## config.mk

```make
export PLATFORM = sky130hd
export DESIGN_NAME = dbg_insn_decoder
export DESIGN_NICKNAME = d
export VERILOG_FILES = /design/src/rtl/dbg_insn_pkg.sv /design/src/rtl/dbg_op_plan.sv /design/src/rtl/dbg_val_asm.sv /design/src/rtl/dbg_insn_decoder.sv
export SDC_FILE = /design/constraint.sdc
export NUM_CORES = 1
export LEC_CHECK = 0
export BUFFER_PORTS_ARGS = -buffer_cell sky130_fd_sc_hd__buf_2
export CELL_PAD_IN_SITES_DETAIL_PLACEMENT = 0
export CELL_PAD_IN_SITES_GLOBAL_PLACEMENT = 1
export CORE_MARGIN = 5
export CORE_UTILIZATION = 46
export DETAILED_ROUTE_END_ITERATION = 8
export PLACE_DENSITY = 0.8
export REMOVE_ABC_BUFFERS = 1
export SLEW_MARGIN = 20
export SYNTH_ARGS = -nofsm -noshare
export SYNTH_HDL_FRONTEND = slang
export SYNTH_HIERARCHICAL = 1
export SYNTH_SLANG_ARGS = --single-unit
```

## constraint.sdc

```tcl
create_clock -name clk -period 6.88 [get_ports clk]
set_input_delay 1.376 -clock clk [delete_from_list [all_inputs] [get_ports clk]]
set_output_delay 1.376 -clock clk [all_outputs]
set_load 0.01 [all_outputs]
```

## src/rtl/dbg_insn_pkg.sv

```systemverilog
// Shared opcode encoding and transfer-plan type for the instruction decoder.
// Assumes an opcode byte carries the operation in bits 7:5.
package dbg_insn_pkg;

    typedef enum logic [2:0] {
        OP_LOAD_DIRECT  = 3'd0,
        OP_LOAD_PTR     = 3'd1,
        OP_STORE_DIRECT = 3'd2,
        OP_STORE_PTR    = 3'd3,
        OP_LOAD_CSR     = 3'd4,
        OP_REPEAT       = 3'd5,
        OP_STORE_CSR    = 3'd6,
        OP_KEY          = 3'd7
    } dbg_op_e;

    // Number of single-byte items that follow a key opcode.
    localparam int KEY_LEN = 8;

    // Item counts and widths an opcode implies, before any repeat count.
    typedef struct packed {
        logic [3:0] wr_base;   // items sent by the programmer
        logic [3:0] rd_base;   // items sent by the device
        logic [2:0] w_first;   // width of the first programmer item
        logic [2:0] w_rest;    // width of later programmer items
        logic [2:0] r_w;       // width of device items
        logic       rep_wr;    // repeat count extends programmer items
        logic       rep_rd;    // repeat count extends device items
    } xfer_plan_t;

endpackage

```

## src/rtl/dbg_op_plan.sv

```systemverilog
// Combinational opcode decoder: turns one opcode byte into the reported
// fields and a transfer plan.
// Assumes the byte really is an opcode; the top only uses the result then.
module dbg_op_plan
    import dbg_insn_pkg::*;
(
    input  logic [7:0]  op_byte,
    output xfer_plan_t  plan,
    output logic [2:0]  f_code,
    output logic [2:0]  f_addr_w,
    output logic [2:0]  f_data_w,
    output logic [1:0]  f_ptr,
    output logic [3:0]  f_reg
);

    logic [2:0] hi_w;
    logic [2:0] lo_w;

    assign f_code = op_byte[7:5];
    assign hi_w   = {1'b0, op_byte[3:2]} + 3'd1;
    assign lo_w   = {1'b0, op_byte[1:0]} + 3'd1;

    // Select the fields and the item plan for each opcode.
    always_comb begin
        plan     = '0;
        f_addr_w = '0;
        f_data_w = 3'd1;
        f_ptr    = '0;
        f_reg    = '0;
        unique case (dbg_op_e'(op_byte[7:5]))
            OP_LOAD_DIRECT: begin
                f_addr_w      = hi_w;
                f_data_w      = lo_w;
                plan.wr_base  = 4'd1;
                plan.rd_base  = 4'd1;
                plan.w_first  = hi_w;
                plan.w_rest   = hi_w;
                plan.r_w      = lo_w;
            end
            OP_LOAD_PTR: begin
                f_ptr         = op_byte[3:2];
                f_data_w      = lo_w;
                plan.rd_base  = 4'd1;
                plan.rep_rd   = 1'b1;
                plan.w_first  = lo_w;
                plan.w_rest   = lo_w;
                plan.r_w      = lo_w;
            end
            OP_STORE_DIRECT: begin
                f_addr_w      = hi_w;
                f_data_w      = lo_w;
                plan.wr_base  = 4'd2;
                plan.w_first  = hi_w;
                plan.w_rest   = lo_w;
                plan.r_w      = lo_w;
            end
            OP_STORE_PTR: begin
                f_ptr         = op_byte[3:2];
                f_data_w      = lo_w;
                plan.wr_base  = 4'd1;
                plan.rep_wr   = 1'b1;
                plan.w_first  = lo_w;
                plan.w_rest   = lo_w;
                plan.r_w      = lo_w;
            end
            OP_LOAD_CSR: begin
                f_reg         = op_byte[3:0];
                plan.rd_base  = 4'd1;
                plan.w_first  = 3'd1;
                plan.w_rest   = 3'd1;
                plan.r_w      = 3'd1;
            end
            OP_REPEAT: begin
                f_data_w      = lo_w;
                plan.wr_base  = 4'd1;
                plan.w_first  = lo_w;
                plan.w_rest   = lo_w;
                plan.r_w      = lo_w;
            end
            OP_STORE_CSR: begin
                f_reg         = op_byte[3:0];
                plan.wr_base  = 4'd1;
                plan.w_first  = 3'd1;
                plan.w_rest   = 3'd1;
                plan.r_w      = 3'd1;
            end
            default: begin
                plan.wr_base  = 4'(KEY_LEN);
                plan.w_first  = 3'd1;
                plan.w_rest   = 3'd1;
                plan.r_w      = 3'd1;
            end
        endcase
    end

endmodule

```

## src/rtl/dbg_val_asm.sv

```systemverilog
// Little-endian item assembler: gathers bytes into one value, lowest byte
// first, and flags the byte that completes an item of `width` bytes.
// Assumes 1 <= width <= VAL_BYTES and VAL_BYTES <= 8.
module dbg_val_asm #(
    parameter int VAL_BYTES = 4
) (
    input  logic                   clk,
    input  logic                   rst_n,
    input  logic                   flush,
    input  logic                   byte_en,
    input  logic [7:0]             byte_in,
    input  logic [2:0]             width,
    output logic                   item_done,
    output logic [VAL_BYTES*8-1:0] item_val
);

    localparam int VW = VAL_BYTES * 8;

    logic [2:0]    idx;
    logic [VW-1:0] acc;

    // Merge the incoming byte at its position and detect the final byte.
    always_comb begin
        item_done = byte_en && (idx == width - 3'd1);
        item_val  = acc | (VW'(byte_in) << {idx, 3'b000});
    end

    // Advance the byte position; restart after a full item or a flush.
    always_ff @(posedge clk) begin
        if (!rst_n || flush) begin
            idx <= '0;
            acc <= '0;
        end else if (byte_en) begin
            if (item_done) begin
                idx <= '0;
                acc <= '0;
            end else begin
                idx <= idx + 3'd1;
                acc <= item_val;
            end
        end
    end

    a_r5_idx_below_width: assert property (@(posedge clk) disable iff (!rst_n)
        byte_en |-> (idx < width));

endmodule

```

## src/rtl/dbg_insn_decoder.sv

```systemverilog
// Instruction stream decoder for a two-wire debug link. It decodes opcode
// bytes, counts the operand and data items in each direction, applies a
// pending repeat count to pointer accesses, and emits assembled values.
// Assumes bytes reach it already checked for parity and framing, and that
// a break arrives as a one-cycle pulse.
module dbg_insn_decoder
    import dbg_insn_pkg::*;
#(
    parameter int DATA_W = 32,
    parameter int REP_W  = 32
) (
    input  logic              clk,
    input  logic              rst_n,
    input  logic              in_valid,
    input  logic [7:0]        in_byte,
    input  logic              in_brk,
    output logic              op_stb,
    output logic [2:0]        op_code,
    output logic [2:0]        op_addr_w,
    output logic [2:0]        op_data_w,
    output logic [1:0]        op_ptr,
    output logic [3:0]        op_reg,
    output logic              val_stb,
    output logic [DATA_W-1:0] val_data,
    output logic              val_from_dev,
    output logic              done_stb,
    output logic              done_brk
);

    localparam int CNT_W     = REP_W + 1;
    localparam int VAL_BYTES = DATA_W / 8;

    xfer_plan_t        plan;
    logic [2:0]        f_code;
    logic [2:0]        f_addr_w;
    logic [2:0]        f_data_w;
    logic [1:0]        f_ptr;
    logic [3:0]        f_reg;

    logic              busy;
    logic              is_rep;
    logic [CNT_W-1:0]  wr_left;
    logic [CNT_W-1:0]  rd_left;
    logic [2:0]        cur_w;
    logic [2:0]        w_rest;
    logic [2:0]        r_w;
    logic [REP_W-1:0]  rep_cnt;

    logic              accept;
    logic              item_done;
    logic [DATA_W-1:0] item_val;
    logic [CNT_W-1:0]  wr_init;
    logic [CNT_W-1:0]  rd_init;
    logic [CNT_W-1:0]  wr_next;
    logic              item_last;

    dbg_op_plan u_plan (
        .op_byte  (in_byte),
        .plan     (plan),
        .f_code   (f_code),
        .f_addr_w (f_addr_w),
        .f_data_w (f_data_w),
        .f_ptr    (f_ptr),
        .f_reg    (f_reg)
    );

    dbg_val_asm #(.VAL_BYTES(VAL_BYTES)) u_asm (
        .clk       (clk),
        .rst_n     (rst_n),
        .flush     (in_brk),
        .byte_en   (accept && busy),
        .byte_in   (in_byte),
        .width     (cur_w),
        .item_done (item_done),
        .item_val  (item_val)
    );

    // Work out item counts for a new opcode and detect the final item.
    always_comb begin
        accept    = in_valid && !in_brk;
        wr_init   = CNT_W'(plan.wr_base) + (plan.rep_wr ? CNT_W'(rep_cnt) : '0);
        rd_init   = CNT_W'(plan.rd_base) + (plan.rep_rd ? CNT_W'(rep_cnt) : '0);
        wr_next   = wr_left - CNT_W'(1);
        item_last = ((wr_left == CNT_W'(1)) && (rd_left == '0)) ||
                    ((wr_left == '0) && (rd_left == CNT_W'(1)));
    end

    // Instruction sequencing, repeat bookkeeping and registered outputs.
    always_ff @(posedge clk) begin
        if (!rst_n) begin
            busy         <= 1'b0;
            is_rep       <= 1'b0;
            wr_left      <= '0;
            rd_left      <= '0;
            cur_w        <= 3'd1;
            w_rest       <= 3'd1;
            r_w          <= 3'd1;
            rep_cnt      <= '0;
            op_stb       <= 1'b0;
            op_code      <= '0;
            op_addr_w    <= '0;
            op_data_w    <= '0;
            op_ptr       <= '0;
            op_reg       <= '0;
            val_stb      <= 1'b0;
            val_data     <= '0;
            val_from_dev <= 1'b0;
            done_stb     <= 1'b0;
            done_brk     <= 1'b0;
        end else begin
            op_stb   <= 1'b0;
            val_stb  <= 1'b0;
            done_stb <= 1'b0;
            done_brk <= 1'b0;
            if (in_brk) begin
                busy     <= 1'b0;
                wr_left  <= '0;
                rd_left  <= '0;
                rep_cnt  <= '0;
                done_stb <= 1'b1;
                done_brk <= 1'b1;
            end else if (in_valid && !busy) begin
                op_stb    <= 1'b1;
                op_code   <= f_code;
                op_addr_w <= f_addr_w;
                op_data_w <= f_data_w;
                op_ptr    <= f_ptr;
                op_reg    <= f_reg;
                wr_left   <= wr_init;
                rd_left   <= rd_init;
                cur_w     <= (wr_init != '0) ? plan.w_first : plan.r_w;
                w_rest    <= plan.w_rest;
                r_w       <= plan.r_w;
                is_rep    <= (f_code == OP_REPEAT);
                busy      <= 1'b1;
                if (plan.rep_wr || plan.rep_rd) begin
                    rep_cnt <= '0;
                end
            end else if (in_valid && item_done) begin
                val_stb  <= 1'b1;
                val_data <= item_val;
                if (wr_left != '0) begin
                    val_from_dev <= 1'b0;
                    wr_left      <= wr_next;
                    cur_w        <= (wr_next != '0) ? w_rest : r_w;
                end else begin
                    val_from_dev <= 1'b1;
                    rd_left      <= rd_left - CNT_W'(1);
                end
                if (item_last) begin
                    busy     <= 1'b0;
                    done_stb <= 1'b1;
                    if (is_rep) begin
                        rep_cnt <= REP_W'(item_val);
                    end
                end
            end
        end
    end

    a_r9_brk_reports: assert property (@(posedge clk) disable iff (!rst_n)
        in_brk |=> (done_stb && done_brk && !busy));

    a_r9_brk_clears_repeat: assert property (@(posedge clk) disable iff (!rst_n)
        in_brk |=> (rep_cnt == '0));

    a_r10_done_with_last_value: assert property (@(posedge clk) disable iff (!rst_n)
        (done_stb && !done_brk) |-> val_stb);

    a_r7_repeat_consumed: assert property (@(posedge clk) disable iff (!rst_n)
        (op_stb && (op_code == OP_LOAD_PTR || op_code == OP_STORE_PTR)) |-> (rep_cnt == '0));

    a_r1_opcode_then_operand: assert property (@(posedge clk) disable iff (!rst_n)
        op_stb |=> !op_stb);

endmodule

```

==> flow_summary.toml <==
[outcome]
status = "finished clean"

[setup_path]
end_kind = "register"
reg2reg_slack_ns = 2.55
cp_num_buf_inv = 3
crit_top_cell = "fa_1"
crit-reg2reg-launch = "u_asm/idx[2]"
crit_chain = "buf_2 > inv_2 > fa_1 > ha_1 > inv_1 > fa_1 > nand2b_1 > a21o_1 > nor4_1 > xor2_1 > or2_2 > o41a_1 > a2111oi_4 > mux2i_1 > o2111ai_1"
r2r_end = "rep_cnt[24]"
setup.worst_path.end = "cur_w[0]"
required_ns = 7.18
crit_fanout = 20
arrival_ns = 5.81
reg2regPathDepth = 10
path_depth = 15
cp_top_family = "compound AO/OA/AOI/OAI gates"
critPathSlowestCell = "fa_1"
crit_path_start_kind = "primary input"
crit_start = "in_byte[5]"
critPathMaxStageDelay_ns = 0.59
worstSetupPathType = "in -> reg"

[timing]
final_max_slew_viol_count = 0
skew_ns = 0.0163
rsz0062_at_grt = "no"
worst_slew_pin_slew_ns = 1.10
setup_viol = 0
finalCritPeriodShare_pct = 80.1
fin_crit_ns = 5.51
slew_headroom_pct = 26.2
hold_violations = 0
finalSetupTns_ns = 0
fmax_mhz = 181

[grt]
grt_antenna_before_repair = 0
grt_pass1_vias = 9976
grt_pass1_wl_um = 57000
grt_remaining_overflow = 0
grt_max_degree = 94
gr-usage-all-layers_pct = 24.7

[placed_design]
portBuffers = 63
routabilityCongestion = 0.931
placed_cell_area_um2 = 12000
dp_hpwl_um = 26100
placed_cells = 1780

[run]
maxCapViolations = 0

[detailed_routing]
drcViolationCount = 0
routed_wl_um = 36200
antenna_left = 0
drtIter0Drc = 1015
num_vias = 10795
drt_first_pass_iters = 5
post_drt_wl_per_cell_um = 20.0
via_per_inst = 5.96

[cts]
cts_buffers = 17
cts_setup_buffers = 0
cts_resized = 0
cts_hold_buf = 0
cts_tree = "done"
clockBufferDepth = 2
cts_root_buffer = "clkbuf_16"
cts_sinks = 196
clk_pin_slew_ns = 0.08
clk_latency_ns = 0.46
htreeDepth = 4

[floorplanning]
die_w_um = 169
die_area_um2 = 28600
rows = 58
core_um2 = 25000
die_h_um = 169
initial_core_util_pct = 46.5
io_pins = 64

[logic_synthesis]
seq_area_frac_synth_pct = 33.7
synthCells = 1489
yosys_most_used_dff = "dfxtp_1"
synthTopCellsByArea = "dfxtp_1 (34%), nand2_1 (6.4%), nor2_1 (5.9%)"
netlist_area_um2 = 11600
yosysTopAreaCell = "dfxtp_1"
synth_common_cells = "nand2_1 (198), dfxtp_1 (196), nor2_1 (184), a21oi_1 (80), clkbuf_1 (79)"
synthDistinctLibCells = 85
synth_seq_cells = 196
synthArstFlopShare_pct = 0
syn_area_per_cell_um2 = 7.82
synth_top_area_share_pct = 33.7
yosysMostFrequentCell = "nand2_1"
synth_edf_count = 0
yosysWarnings = 6

[cells_and_area]
syn_to_final_growth_pct = 8.36
drive_gt1_share_pct = 11.1
reg_top3 = "rd_left: 33 flops, wr_left: 33 flops"
finalInstanceArea_um2 = 12600
layout.nets = 1501
num-fill-cells = 2511
final_cells = 1812
multi_input_area_um2 = 7120
register_area_um2 = 3920
antenna_cells = 0

[worst_hold_path]
hold_depth = 2
min_path_type = "reg -> reg"

[power_and_ir_drop]
powerDensity_nw_per_um2 = 200
power_leakage_uw = 0.00483
peakVddDrop_uv = 145
per-stage QoR:
stage | hold WS [ns] | worst slack (ns) | total power [uW] | utilization [%]
6_report | 0.462 | 1.37 | 2530 | 50.4
5_1_grt | 0.489 | 1.16 | 2610 | 50.4
4_1_cts | 0.467 | 1.41 | 2540 | 50.4
3_5_place_dp | 0.454 | 0.930 | 1450 | 47.8
3_3_place_gp | 0.448 | 1.05 | 1450 | 47.8
2_1_floorplan | 0.438 | 1.39 | 1360 | -
power by group:
part / internal (uW) / leakage (uW) / switching (uW) / total (uW)
Clock: 517 / 0.000311 / 580 / 1100
Sequential: 1150 / 0.00158 / 11.5 / 1160
Combinational: 88.0 / 0.00294 / 185 / 273
Total: 1750 / 0.00483 / 776 / 2530
worst min path at each step:
stage | endpoint | start
finish | val_data[0] | val_data[0]
global route | val_data[8] | val_data[8]
CTS | val_data[0] | val_data[0]
detailed placement | val_data[12] | val_data[12]
global placement | op_data_w[0] | op_data_w[0]
floorplan | w_rest[0] | w_rest[0]
area by class of cell:
class | instances | area share [%]
clock inverters | 15 | 1.78
clock buffers | 17 | 3.37
inverters | 22 | 0.654
well taps | 330 | 3.27
flip-flops and latches | 196 | 31.1
repair buffers | 79 | 3.45
multi-input cells | 1153 | 56.4
routing by layer:
layer  wire, um  vias up  track usage (%)
li1           -     5216                -
met3       2290       81             3.68
met2      16300      400             38.8
met1      16700     5098             35.3
met4       1030        0             7.39
met5          0        -                0
placed cells by master (no fill, tap or decap), types with 8 or more instances in the layout:
cell type,n
nand4_1,17
or3_1,23
inv_1,19
o21ai_0,37
a21oi_1,80
buf_2,63
and3_1,10
o22ai_1,8
mux2i_1,11
ha_1,17
a22oi_1,49
clkbuf_16,17
nand2b_1,8
nand3_1,30
or4_1,12
a211oi_1,15
a21o_1,32
nand2_1,198
nor2b_1,14
buf_4,16
xnor2_1,58
dfxtp_1,196
xor2_1,51
a21boi_0,54
and2_1,20
a31oi_1,18
nor2_1,182
nor4_1,32
nor3_1,40
or2_2,13
cell families after synthesis:
group | synth area share, %
AOI/OAI and AO/OA | 21.1
xor gates and xnor gates | 8.40
adders and majority gates | 2.34
buffers and inverters | 5.53
DFF | 33.7
muxes | 1.14
other | 0.0322
and+or+nand+nor | 27.7
worst min-delay path: cells and delay by family (launching register included):
kind,cells,cell delay (ns)
flip-flops,1,0.31
AO/OA/AOI/OAI,1,0.06
AND/OR/NAND/NOR,1,0.04
No activity file was read; power rests on OpenSTA's default activity.
